## src/rtl/trial_sqrt.sv

```systemverilog
module trial_sqrt #(
  parameter int W  = 16,
  parameter int RW = W / 2
) (
  input  logic          clk,
  input  logic          rst,
  input  logic          start,
  input  logic [W-1:0]  operand,
  output logic          busy,
  output logic          done,
  output logic [RW-1:0] root
);
  localparam logic [RW-1:0] MSB = {1'b1, {(RW-1){1'b0}}};

  logic [W-1:0]  op_q;
  logic [RW-1:0] guess, trial;
  logic [W-1:0]  square;
  logic          hit, over;
  logic [RW-1:0] kept, next_trial;

  assign square     = guess * guess;
  assign hit        = (square == op_q);
  assign over       = (square > op_q);
  assign kept       = over ? (guess ^ trial) : guess;
  assign next_trial = trial >> 1;

  always_ff @(posedge clk) begin
    if (rst) begin
      busy  <= 1'b0;
      done  <= 1'b0;
      root  <= '0;
      op_q  <= '0;
      guess <= '0;
      trial <= '0;
    end else begin
      done <= 1'b0;
      if (!busy) begin
        if (start) begin
          op_q  <= operand;
          guess <= MSB;
          trial <= MSB;
          busy  <= 1'b1;
        end
      end else if (hit) begin
        root <= guess;
        done <= 1'b1;
        busy <= 1'b0;
      end else if (next_trial == '0) begin
        root <= kept;
        done <= 1'b1;
        busy <= 1'b0;
      end else begin
        guess <= kept | next_trial;
        trial <= next_trial;
      end
    end
  end
endmodule

```

## config.mk

```make
export PLATFORM = sky130hd
export DESIGN_NAME = trial_sqrt
export DESIGN_NICKNAME = d
export VERILOG_FILES = /design/src/rtl/trial_sqrt.sv
export SDC_FILE = /design/constraint.sdc
export NUM_CORES = 1
export LEC_CHECK = 0
export BUFFER_PORTS_ARGS = -buffer_cell sky130_fd_sc_hd__buf_2
export CAP_MARGIN = 40
export CORE_ASPECT_RATIO = 1.5
export CORE_MARGIN = 3
export CORE_UTILIZATION = 60
export CTS_CLUSTER_SIZE = 24
export DETAILED_ROUTE_END_ITERATION = 7
export PLACE_DENSITY = 0.81
export SLEW_MARGIN = 20
export SYNTH_ARGS = -nofsm -noshare
export SYNTH_HDL_FRONTEND = slang
export SYNTH_SLANG_ARGS = --single-unit
export TNS_END_PERCENT = 50
```

## constraint.sdc

```tcl
create_clock -name clk -period 9.6 [get_ports clk]
set_input_delay 2.4 -clock clk [delete_from_list [all_inputs] [get_ports clk]]
set_output_delay 2.4 -clock clk [all_outputs]
set_load 0.02 [all_outputs]
```

---- Word-level counts from Yosys, hierarchy flattened ----
Cells that the tools add are included.
W data, S select, Z words.
storage, ports and cells
  bits in registers ....................... 42
  word-level logic and storage cells ...... 37
cells by class
  multiply operators ...................... 1
  order comparisons ....................... 1
  eq/ne operators ......................... 3
  mux-type cells .......................... 16
  bitwise logic cells ..................... 3
  reduce and logical (&&, ||, !) cells .... 7
operators with widths
  cell                  count
  $mux W8               10
  $eq A16 B16 Y1        1
  $gt A16 B16 Y1        1
  $mul A8 B8 Y16        1
  $logic_not A8 Y1      1
  $or A8 B7 Y8          1
  $xor A8 B8 Y8         1
  $mux W1               6
  $ne A2 B2 Y1 const B  2
  $reduce_and A2 Y1     2
  $reduce_bool A2 Y1    2
  $reduce_and A3 Y1     1
  $reduce_or A2 Y1      1
  $not A1 Y1            1

---- Longest topological paths before layout ----
Gate-level depths: netlist (run 1).
  depth after elaboration ................. 7
  depth in mapped cells ................... 25
  depth with buffers taken out ............ 24

---- Worst setup path before layout (run 1) ----
Ideal clock, no wire load.
  path kind ............................... register -> register
  start ................................... register guess[5]
  end ..................................... register root[0]
  data arrival time ....................... 5,471 ps
  required time ........................... 9,514 ps
  path slack .............................. 4,044 ps
  cell stages (with the launch flop) ...... 22
  path buffers ............................ 1
  path through ............................ dfxtp_1 > buf_2 > inv_1 > nor2_1 > fa_1 > fa_1 > inv_1 > fa_1 > fa_1 > inv_1 > ha_1 > nor3_1 > nor2_1 > a31o_2 > a21oi_1 > xnor2_1 > ha_1 > or2_1 > a311oi_4 > a21oi_2 > xnor2_1 > a211oi_1
on the way
  cells in the longest elaborated chain, start to end .. 5
ends and longest elaborated chain
  element                 RTL line  RTL
  from (decl)             16        logic [RW-1:0] guess, trial;
  from (signal assigned)  53        guess <= kept | next_trial;
  $mul A8 B8 Y16 *        21        assign square = guess * guess;
  $gt A16 B16 Y1          23        assign over = (square > op_q);
  $mux W8                 24        assign kept = over ? (guess ^ trial) : guess;
  $mux W8                 48        end else if (next_trial == '0) begin
  $mux W8                 44        end else if (hit) begin
  to (signal assigned)    45        root <= guess;
  to (signal assigned)    49        root <= kept;
  to (decl)               11        output logic [RW-1:0] root
Mark *: on every way between the ends. The rest lies on a longest branch, timed or not. The select of a mux whose other input is x is not followed.
A chain may end at the register's enable or synchronous reset.

---- Final worst setup path (run 1) ----
  start ................................... register guess[5]
  end ..................................... register guess[7]
on the way
  cells in the longest elaborated chain, start to end .. 7
ends and longest elaborated chain
  element           RTL line  RTL
  $mul A8 B8 Y16 *  21
  $gt A16 B16 Y1    23
  $mux W8           24
  $or A8 B7 Y8      53
  $mux W8           48
  $mux W8           44
  $mux W8           37        if (!busy) begin
Marked as above.

==> reports/metrics.cfg, run 1 <==
[synthesis]
synthTopCellsByCount=inv_1, nand2_1, ha_1, dfxtp_1, nor2_1
synth_area_sq_mm=0.00381
synthArstFlopShare_pct=0
synth_compound_area_share_pct=18.5
synth.distinct_cells=56
synth_top_cell_by_area=dfxtp_1
synth.area.mux_share_pct=0.262
synthXorXnorAreaFrac_pct=5.05
netlist.area_leader.share_pct=22.0
synth_top_family_by_area=adder cells
synthTopCellsByArea=dfxtp_1, ha_1, fa_1, inv_1, nand2_1
synth_edf_count=0
postSynthCellCount=462
post-synth-top-count-cell=inv_1
synth-seq-area-share_pct=22.0
synth_fa_ha_area_share_pct=27.6
ys_ff_latch=42
synth_nets=550
synthFlopType=dfxtp_1
avgSynthCellArea_sq_um=8.26
synthSimpleGateAreaFrac_pct=17.4
yosys_warnings=0

[routing]
drtAntennaViolNets=0
wl_microns=7870
firstDrtPassIters=4
first_iter_violations=236
wl_per_cell_microns=14.2
vias_per_cell=5.65
vias=3125
drc=0

[timing]
worst_pin_slew_ns=0.810
fin_setup_tns_ns=0
setup_ws_ns=3.01
setup_viol=0
fmax_mhz=152
finalCritPeriodShare_pct=68.7
final_max_slew_viol_count=0
min_period_ns=6.59
relSlewSlack_pct=46.0
skew_ns=0.00419
hold_viol=0
grt_setup_unrepaired=false

[clocking]
post_cts_buffers=0
ctsResizeCount=0
cts_buffers=5
cts.clk_slew.worst_paths_ns=0.08
insertion_delay_ns=0.29
h-tree-depth=2
clk_path_buf_depth=2
hold_buffers=0
cts_root_buffer=clkbuf_8
cts.sinks=42
cts_tree=yes

[critical_path]
cp_max_fo=16
start_kind=register
cp-startpoint=guess[5]
path_cells=inv_1 -> nor2_1 -> fa_1 -> fa_1 -> inv_1 -> fa_1 -> fa_1 -> inv_1 -> ha_1 -> or3_1 -> o21ai_0 -> nor2_1 -> o311ai_1 -> ha_1 -> and3_2 -> nand3_2 -> o211a_1 -> nor2_1 -> o21bai_1 -> a221oi_2
cpMaxStageDelayCell=fa_1
worstReg2RegStart=guess[5]
crit_family=adder cells
reg2reg_slack_ns=3.01
crit_top_cell=fa_1
cp.arrival_ns=6.73
cp-end-kind=register
crit_buf_inv=3
crit_type=register to register
critPathMaxStageDelay_ns=0.57
cp.required_ns=9.74

[floorplanning]
core.rowCount=35
start_util_pct=61.8
die_h_microns=104
pin_count=29
fp.dieArea_sq_mm=0.00737
die_x_microns=71.1
coreArea_sq_mm=0.00617

[global_route]
grt_pass1_wl_microns=13400
grt_usage_pct=22.2
grt_max_degree=45
antenna_found_initial=0
overflow=0
grt_pass1_vias=3071

[placed_design]
gp_congestion=0.926
io_buffers=28
dp_hpwl_microns=6400
pre_cts_slack_ns=3.09
dp.cells=545

[cells_and_area]
nets=566
regArea_sq_um=841
area_growth_syn_to_layout_pct=6.59
final_cells=553
multi_input_area_sq_mm=0.00263
drive_gt1_share_pct=11.7
fillers=531
num_antenna_cells=0

[worst_hold_path]
hold_class=register to register
min_from=op_q[12]

[power_and_ir_drop]
powerDensity_mw_per_mm2=98.4
p_total_uw=400
p_leak_uw=0.00187
vdd_ir_drop_max_mv=0.151

[run_status]
status=finished, final reports clean

[run]
cap_violations=0

## worst reg2reg max path, stage by stage, from the launching register on
cell and delay, ns:
dfxtp_1 0.51, inv_1 0.21, nor2_1 0.23, fa_1 0.49, fa_1 0.57, inv_1 0.06
fa_1 0.44, fa_1 0.51, inv_1 0.04, ha_1 0.34, or3_1 0.35, o21ai_0 0.19
nor2_1 0.13, o311ai_1 0.45, ha_1 0.19, and3_2 0.22, nand3_2 0.20, o211a_1 0.45
nor2_1 0.57, o21bai_1 0.22, a221oi_2 0.08
## through the flow
step | hold WS, ns | utilization [%] | cell area, sq um
2_1_floorplan | 0.436 | - | 3810
3_3_place_gp | 0.445 | 64.1 | 3960
3_5_place_dp | 0.448 | 64.1 | 3960
4_1_cts | 0.459 | 65.9 | 4070
5_1_grt | 0.474 | 65.9 | 4070
6_report | 0.455 | 65.9 | 4070
## cells by family after synthesis
logic type               after synthesis
AO/OA/AOI/OAI                        101
XOR/XNOR                              22
adder cells (fa/ha/maj)               69
buffers and inverters                 85
flip-flops                            42
multiplexers                           1
other                                  2
AND/OR/NAND/NOR                      140
## flip-flops by register name, indices dropped and copies added, names as in the netlist
signal	count
root	8
guess	8
op_q	16
busy	1
trial	8
done	1
## path summary, 6_finish.rpt
path	end	cells after the start
max reg2reg	guess[7]	20
max	guess[7]	20
min reg2reg	op_q[12]	2
min	op_q[12]	2
## power by group
part	internal, uW	leakage [uW]	switching, uW
clock	77.6	0.0000514	60.5
combinational	26.8	0.00148	46.5
sequential	183	0.000343	6.08
## per-layer routing
metal  track usage (%)  share of wire, %
met5                 0                 0
met4              8.20               3.7
met3              3.20               3.6
met2              40.4                54
met1              25.7                39
## cells in the final DEF, fill, tap and decap left out, types with 2 or more instances in the layout
master and instances:
inv_1 65, o211ai_1 3, nand3_1 5, dfxtp_1 42, fa_1 25, nor2b_1 5
or2_1 2, nand3_2 2, ha_1 44, o211a_1 2, nor2_1 35, o22ai_1 4
and3_1 2, conb_1 2, buf_2 28, xnor2_1 19, nand2b_1 4, nor3_1 9
a211oi_1 11, xor2_1 3, or3_1 3, clkbuf_8 5, and4_1 2, a21o_1 5
a21oi_1 31, nand2_1 51, a22oi_1 8, and2_1 13, o21ai_0 14, a21oi_2 8
## cell type report
cell class              count  share of cell area [%]
well taps                  74                    2.28
repair buffers             29                    3.63
flip-flops and latches     42                    20.7
clock buffers               6                    1.78
inverters                  65                    6.00
clock inverters             2                   0.923
multi-input cells         335                    64.7
No activity file was read; power rests on OpenSTA's default activity.
==> run 2: changes to the inputs <==
Settings changed: ABC_AREA set to 1.
Clock period 9.6 ns to 6.83 ns, I/O delays scaled along.
==> run 2 against run 1 <==
  * Register-to-register slack worse by 2.0 ns
  * Synthesized cell count is 13% higher
  * Critical path depth is 5 higher
  * Fmax is 13% higher
  * Sequential power is 41% higher
  * First-iteration DRC count is 56% lower
  * Core utilization is 0.20 points higher
  * Worst hold slack better by 0.015 ns
  * Critical endpoint is now root[7]
  * Via count is 2.0% higher
  * Synthesized area is 0.33% higher
==> reports/metrics.cfg, run 2 <==
[run_status]
status=finished, final reports clean

[synthesis]
synth_edf_count=0  ; unchanged
synthFlopType=dfxtp_1
postSynthCellCount=521  ; +13%
synth-seq-area-share_pct=22.0  ; -0.072 points
synth_area_sq_mm=0.00383  ; +0.33%
synth_top_cell_by_area=dfxtp_1
synthTopCellsByArea=dfxtp_1, ha_1, fa_1, inv_1, nand2_1
synth_nets=609  ; +11%
ys_ff_latch=42  ; unchanged
netlist.area_leader.share_pct=22.0  ; -0.072 points
synthTopCellsByCount=inv_1, nand2_1, a21oi_1, ha_1, dfxtp_1
avgSynthCellArea_sq_um=7.35  ; -11%
post-synth-top-count-cell=inv_1
synth.distinct_cells=34  ; -39%
yosys_warnings=0  ; unchanged
synthArstFlopShare_pct=0  ; unchanged

[clocking]
insertion_delay_ns=0.30  ; about the same
hold_buffers=0  ; unchanged
cts_tree=yes
ctsResizeCount=0  ; unchanged
clk_path_buf_depth=2  ; unchanged
h-tree-depth=2  ; unchanged
post_cts_buffers=0  ; unchanged
cts.clk_slew.worst_paths_ns=0.08  ; about the same
cts_buffers=5  ; unchanged
cts_root_buffer=clkbuf_8
cts.sinks=42  ; unchanged

[critical_path]
worstReg2RegStart=guess[5]
cp_max_fo=14  ; -2
crit_top_cell=nand2_1
start_kind=register
cp-end-kind=register
rr_worst_depth=25  ; +25%
cpMaxStageDelayCell=dfxtp_1
reg2reg_slack_ns=0.99  ; -2.02 ns
cp.required_ns=7.03  ; -2.71 ns
crit_family=adder cells
crit_buf_inv=4  ; +1
r2r-end=root[7]
crit_type=register to register
cp.arrival_ns=6.04  ; -0.69 ns
critPathMaxStageDelay_ns=0.66  ; +0.09 ns

[worst_hold_path]
hold_class=register to register
hold_path_depth=2  ; unchanged
min_from=op_q[2]
min_to=op_q[2]

[cells_and_area]
drive_gt1_share_pct=9.81  ; -1.9 points
num_antenna_cells=0  ; unchanged
most-common-layout-cells=inv_1, nand2_1, a21oi_1, ha_1, dfxtp_1
largest_register=op_q
fillers=522  ; -1.7%
largest_reg_flops=16  ; unchanged
layout_commonest_cell=inv_1
nets=627  ; +11%
post-route-util_pct=66.1  ; +0.20 points
area_growth_syn_to_layout_pct=6.57  ; about the same

[timing]
hold_viol=0  ; unchanged
worst_pin_slew_ns=0.684  ; -0.126 ns
grt_setup_unrepaired=false
fin_setup_tns_ns=0  ; unchanged
relSlewSlack_pct=54.3  ; +8.3 points
setup_viol=0  ; unchanged
min_period_ns=5.84  ; -0.754 ns
skew_ns=0.00907  ; +0.00488 ns
finalCritPeriodShare_pct=85.5  ; +17 points
fmax_mhz=171  ; +13%
finalHoldWorstSlack_ns=0.470  ; +0.0146 ns
final_max_slew_viol_count=0  ; unchanged

[routing]
drc=0  ; unchanged
wl_per_cell_microns=12.9  ; -9.1%
firstDrtPassIters=4  ; unchanged
wl_microns=7940  ; +0.93%
vias_per_cell=5.19  ; -8.1%
first_iter_violations=103  ; -56%
vias=3188  ; +2.0%
drtAntennaViolNets=0  ; unchanged

[floorplanning]
die_h_microns=104  ; +0.15%
die_x_microns=71.2  ; +0.15%
pin_count=29  ; unchanged
coreArea_sq_mm=0.00617  ; unchanged
core.rowCount=35  ; unchanged
fp.dieArea_sq_mm=0.00739  ; +0.30%
start_util_pct=62.0  ; +0.20 points

[global_route]
grt_usage_pct=21.9  ; -0.31 points
grt_pass1_wl_microns=13400  ; -0.25%
overflow=0  ; unchanged
grt_pass1_vias=3232  ; +5.2%
antenna_found_initial=0  ; unchanged
grt_max_degree=33  ; -27%

[placed_design]
gp_congestion=0.920  ; -0.63%
dp_hpwl_microns=6560  ; +2.5%
io_buffers=28  ; unchanged

[power_and_ir_drop]
clkPwrFrac_pct=30.9  ; -3.6 points
p_int_uw=363  ; +27%
p_leak_uw=0.00227  ; +21%
power.switching_uw=155  ; +37%
swShare_pct=30.0  ; +1.7 points
powerDensity_mw_per_mm2=127  ; +29%
p_comb_share_pct=17.7  ; -0.6 points
vdd_ir_drop_max_mv=0.209  ; +39%
seqPwrFrac_pct=51.3  ; +4.2 points

[run]
cap_violations=0  ; unchanged

[run 2: cell count changes after synthesis, moves of 11 or more]
cell      previous run  this run
a211oi_1            11         0
a21oi_1             31        44
and2_1              13         0
inv_1               65       119
nand2_1             51       104
nand3_1              5        16
nor2_1              35        16
o21ai_0             14        31
[run 2: worst max-delay path by stage]
stage	startpoint	to	slack, ns	cells past startpoint
2_1_floorplan	guess[5]	guess[3]	1.51	29
3_3_place_gp	guess[2]	root[7]	1.12	25
6_report	guess[5]	root[7]	0.99	25
5_1_grt	guess[5]	root[7]	0.53	25
3_5_place_dp	guess[2]	root[7]	0.99	25
4_1_cts	guess[2]	root[7]	0.97	25
[run 2: through the flow]
step           area, sq um  worst slack, ns  cells  power (uW)
2_1_floorplan         3830             1.51    521         339
3_3_place_gp          3980             1.12    605         358
3_5_place_dp          3980            0.988    605         361
4_1_cts               4060            0.974    613         521
5_1_grt               4080            0.531    614         544
6_report              4080            0.990    614         519
[run 2: cell type report]
| type | count | area (sq um) | area share (%) |
|---|---|---|---|
| Clock buffer | 6 | 72.6 | 1.78 |
| Clock inverter | 2 | 13.8 | 0.337 |
| Timing Repair Buffer | 29 | 155 | 3.80 |
| Tap cell | 74 | 92.6 | 2.27 |
| Inverter | 122 | 459 | 11.3 |
| Multi-Input combinational cell | 339 | 2440 | 59.9 |
| Sequential cell | 42 | 841 | 20.6 |
[run 2: power groups by stage]
stage	combinational, uW	sequential [uW]	clock [uW]
after CTS	90.3	266	165
after detailed placement	89.6	272	0
after global placement	86.3	271	0
after global routing	103	268	173
final	91.8	266	161
after floorplan	64.6	274	0
[run 2: cells by family (layout without fill, tap and decap cells)]
group                    after synthesis  in the layout  share of synthesized area, %
AND/OR/NAND/NOR                      155            155                          18.2
buffers and inverters                140            159                          14.2
AO/OA/AOI/OAI                         91             91                          12.9
adder cells (fa/ha/maj)               69             69                          27.5
flip-flops                            42             42                          22.0
XOR/XNOR                              22             22                          5.03
other                                  2              2                         0.196
[run 2: worst reg2reg max path: stages (launching register included)]
cell and delay, ns:
dfxtp_1 0.66, nand2_1 0.11, inv_1 0.12, fa_1 0.45, fa_1 0.54, inv_1 0.06, fa_1 0.51, fa_1 0.54
inv_1 0.04, ha_1 0.34, nand2_1 0.08, nor4_1 0.18, nor2_1 0.10, o21ai_1 0.22, nand2_1 0.09, nand2_1 0.08
xnor2_1 0.08, ha_1 0.30, nand2_1 0.08, nor2_2 0.12, and2_4 0.17, nand3_4 0.14, a21oi_4 0.38, nand3_1 0.17
o211ai_1 0.11, inv_1 0.05
[run 2: routing by layer]
layer / GRT usage (%) / vias to the layer above / part of all wire, %
met5: 0 / - / 0
met4: 7.12 / 0 / 1.9
met3: 3.20 / 14 / 2.5
met2: 42.7 / 47 / 58
met1: 22.9 / 1499 / 38
li1: - / 1628 / -
==> run 3: changes to the inputs <==
Settings changed: CORE_ASPECT_RATIO 1.5 to 2, MAX_ROUTING_LAYER set to met4.
Clock period 6.83 ns to 6.23 ns, I/O delays scaled along.
==> run 3 against run 2 <==
  * Routed wire length increased by 3.3%
  * Die area up 0.52%
  * Final cell count grew 2.0%
  * Cell area increased by 2.0%
  * Sequential power up 9.4%
  * Global-route usage increased by 2.3 points
  * First-iteration DRC count is 9.7% higher
==> reports/metrics.cfg, run 3 (synthesis results as in run 2) <==
[cells_and_area]
drive_gt1_share_pct=10.5  ; +0.70 points
nets=629  ; +0.32%
multi_input_area_sq_mm=0.00244  ; unchanged
fillers=549  ; +5.2%
regArea_sq_um=843  ; +0.30%
layout_commonest_cell=inv_1
num_antenna_cells=0  ; unchanged
most-common-layout-cells=inv_1, nand2_1, a21oi_1, ha_1, dfxtp_1
area_growth_syn_to_layout_pct=8.73
largest_register=op_q
largest_reg_flops=16  ; unchanged

[routing]
vias=3200  ; +0.38%
wl_per_cell_microns=13.1  ; +1.3%
drc=0  ; unchanged
vias_per_cell=5.11  ; -1.5%
firstDrtPassIters=4  ; unchanged
drtAntennaViolNets=0  ; unchanged
wl_microns=8200  ; +3.3%
first_iter_violations=113  ; +9.7%

[timing]
setup_viol=0  ; unchanged
grt_setup_unrepaired=false
finalHoldWorstSlack_ns=0.465  ; -0.00492 ns
fmax_mhz=172  ; +0.64%
finalCritPeriodShare_pct=93.1  ; +7.6 points
min_period_ns=5.80  ; -0.0374 ns
final_max_slew_viol_count=0  ; unchanged
fin_setup_tns_ns=0  ; unchanged
relSlewSlack_pct=56.2  ; +1.9 points
hold_viol=0  ; unchanged
worst_pin_slew_ns=0.656  ; -0.0278 ns
skew_ns=0.00914  ; +0.0000708 ns

[worst_hold_path]
hold_class=register to register
min_from=op_q[3]

[critical_path]
start_kind=register
cp_max_fo=14  ; unchanged
worstReg2RegStart=guess[6]
cp-startpoint=guess[6]
cp.required_ns=6.42  ; -0.61 ns
critPathMaxStageDelay_ns=0.58  ; -0.08 ns
cpMaxStageDelayCell=dfxtp_1
rr_worst_depth=25  ; unchanged
cp.arrival_ns=5.99  ; -0.05 ns
critPathCapture=root[7]
crit_type=register to register
r2r-end=root[7]
crit_top_cell=nand2_1
cp-end-kind=register
reg2reg_slack_ns=0.43  ; -0.56 ns

[power_and_ir_drop]
power.switching_uw=177  ; +14%
seqPwrFrac_pct=45.2  ; -6.1 points
swShare_pct=27.4  ; -2.5 points
vdd_ir_drop_max_mv=0.167  ; -20%
p_comb_share_pct=15.9  ; -1.8 points
p_int_uw=468  ; +29%
clkPwrFrac_pct=39.0  ; +8.1 points
p_leak_uw=0.00231  ; +1.6%
powerDensity_mw_per_mm2=155  ; +22%

[run_status]
status=finished, final reports clean

[run]
cap_violations=0  ; unchanged

[global_route]
antenna_found_initial=0  ; unchanged
grt_max_degree=33  ; unchanged
grt_pass1_wl_microns=14100  ; +5.4%
grt_usage_pct=24.2  ; +2.3 points
grt_pass1_vias=3253  ; +0.65%
overflow=0  ; unchanged

[floorplanning]
die_h_microns=119  ; +15%
die_x_microns=62.5  ; -12%
start_util_pct=62.7  ; +0.70 points
pin_count=29  ; unchanged
core.rowCount=40  ; +14%
coreArea_sq_mm=0.00611  ; -1.1%
fp.dieArea_sq_mm=0.00743  ; +0.52%

[placed_design]
dp_hpwl_microns=6790  ; +3.4%
gp_congestion=1.01  ; +10%
io_buffers=28  ; unchanged

[clocking]
cts_buffers=5  ; unchanged
cts_root_buffer=clkbuf_16
h-tree-depth=2  ; unchanged
cts.clk_slew.worst_paths_ns=0.06  ; -0.02 ns
cts.sinks=42  ; unchanged
hold_buffers=0  ; unchanged
clk_path_buf_depth=2  ; unchanged
cts_tree=yes
insertion_delay_ns=0.29  ; about the same

-- run 3: changes by cell type in the layout (fill, tap and decap cells not counted) --
| cell | delta |
|---|---|
| buf_4 | +2 |
| buf_6 | +1 |
| buf_8 | -1 |
| clkbuf_16 | +5 |
| clkbuf_8 | -5 |
| dfxtp_1 | -2 |
| dfxtp_2 | +2 |
-- run 3: how the worst min path moves through the flow --
stage | cells after the start | slack, ns | endpoint
after floorplan | 2 | 0.44 | op_q[10]
after global placement | 2 | 0.46 | op_q[3]
after detailed placement | 2 | 0.46 | op_q[13]
after CTS | 2 | 0.47 | op_q[3]
after global routing | 2 | 0.50 | op_q[13]
final | 2 | 0.46 | op_q[3]
-- run 3: final cells by class --
type	instances	area share, %
timing repair buffer	31	4.00
multi-input combinational	339	58.7
clock buffer	6	3.10
tap	84	2.53
clock inverter	2	0.331
sequential	42	20.3
inverter	122	11.0
-- run 3: timing repair --
item | in CTS | in global routing
endpoints found under the setup margin | 0 | 11
buffers inserted | 0 | 0
gates resized for setup | 0 | 2
-- run 3: power by group through the flow --
stage               sequential, uW  combinational, uW  clock, uW
finish                         291                102        251
global route                   293                115        267
CTS                            291                102        255
detailed placement             297                101          0
global placement               297               97.6          0
floorplan                      300               70.8          0
-- run 3: metrics by stage --
step / cells / cell area [sq um] / utilization [%] / setup WS, ns / power, uW
finish: 626 / 4160 / 68.2 / 0.428 / 645
global route: 626 / 4160 / 68.2 / 0.00191 / 675
CTS: 625 / 4150 / 67.9 / 0.400 / 648
detailed placement: 617 / 4010 / 65.6 / 0.415 / 398
global placement: 617 / 4010 / 65.6 / 0.462 / 394
floorplan: 521 / 3830 / - / 0.906 / 371
-- run 3: per-layer routing --
| metal | share of wire [%] | track usage, % | up-vias |
|---|---|---|---|
| met1 | 35 | 22.8 | 1493 |
| li1 | - | - | 1637 |
| met2 | 60 | 47.8 | 52 |
| met3 | 2.3 | 2.83 | 18 |
| met4 | 2.7 | 9.96 | 0 |
| met5 | 0 | - | - |
-- run 3: worst max-delay path: cells and delay by family (launching register included) --
kind,cells,cell delay [ns]
and+or+nand+nor,11,1.33
DFF,1,0.58
AOI/OAI and AO/OA,3,0.72
buffers and inverters,4,0.30
adders and majority gates,6,2.67
xor gates and xnor gates,1,0.08
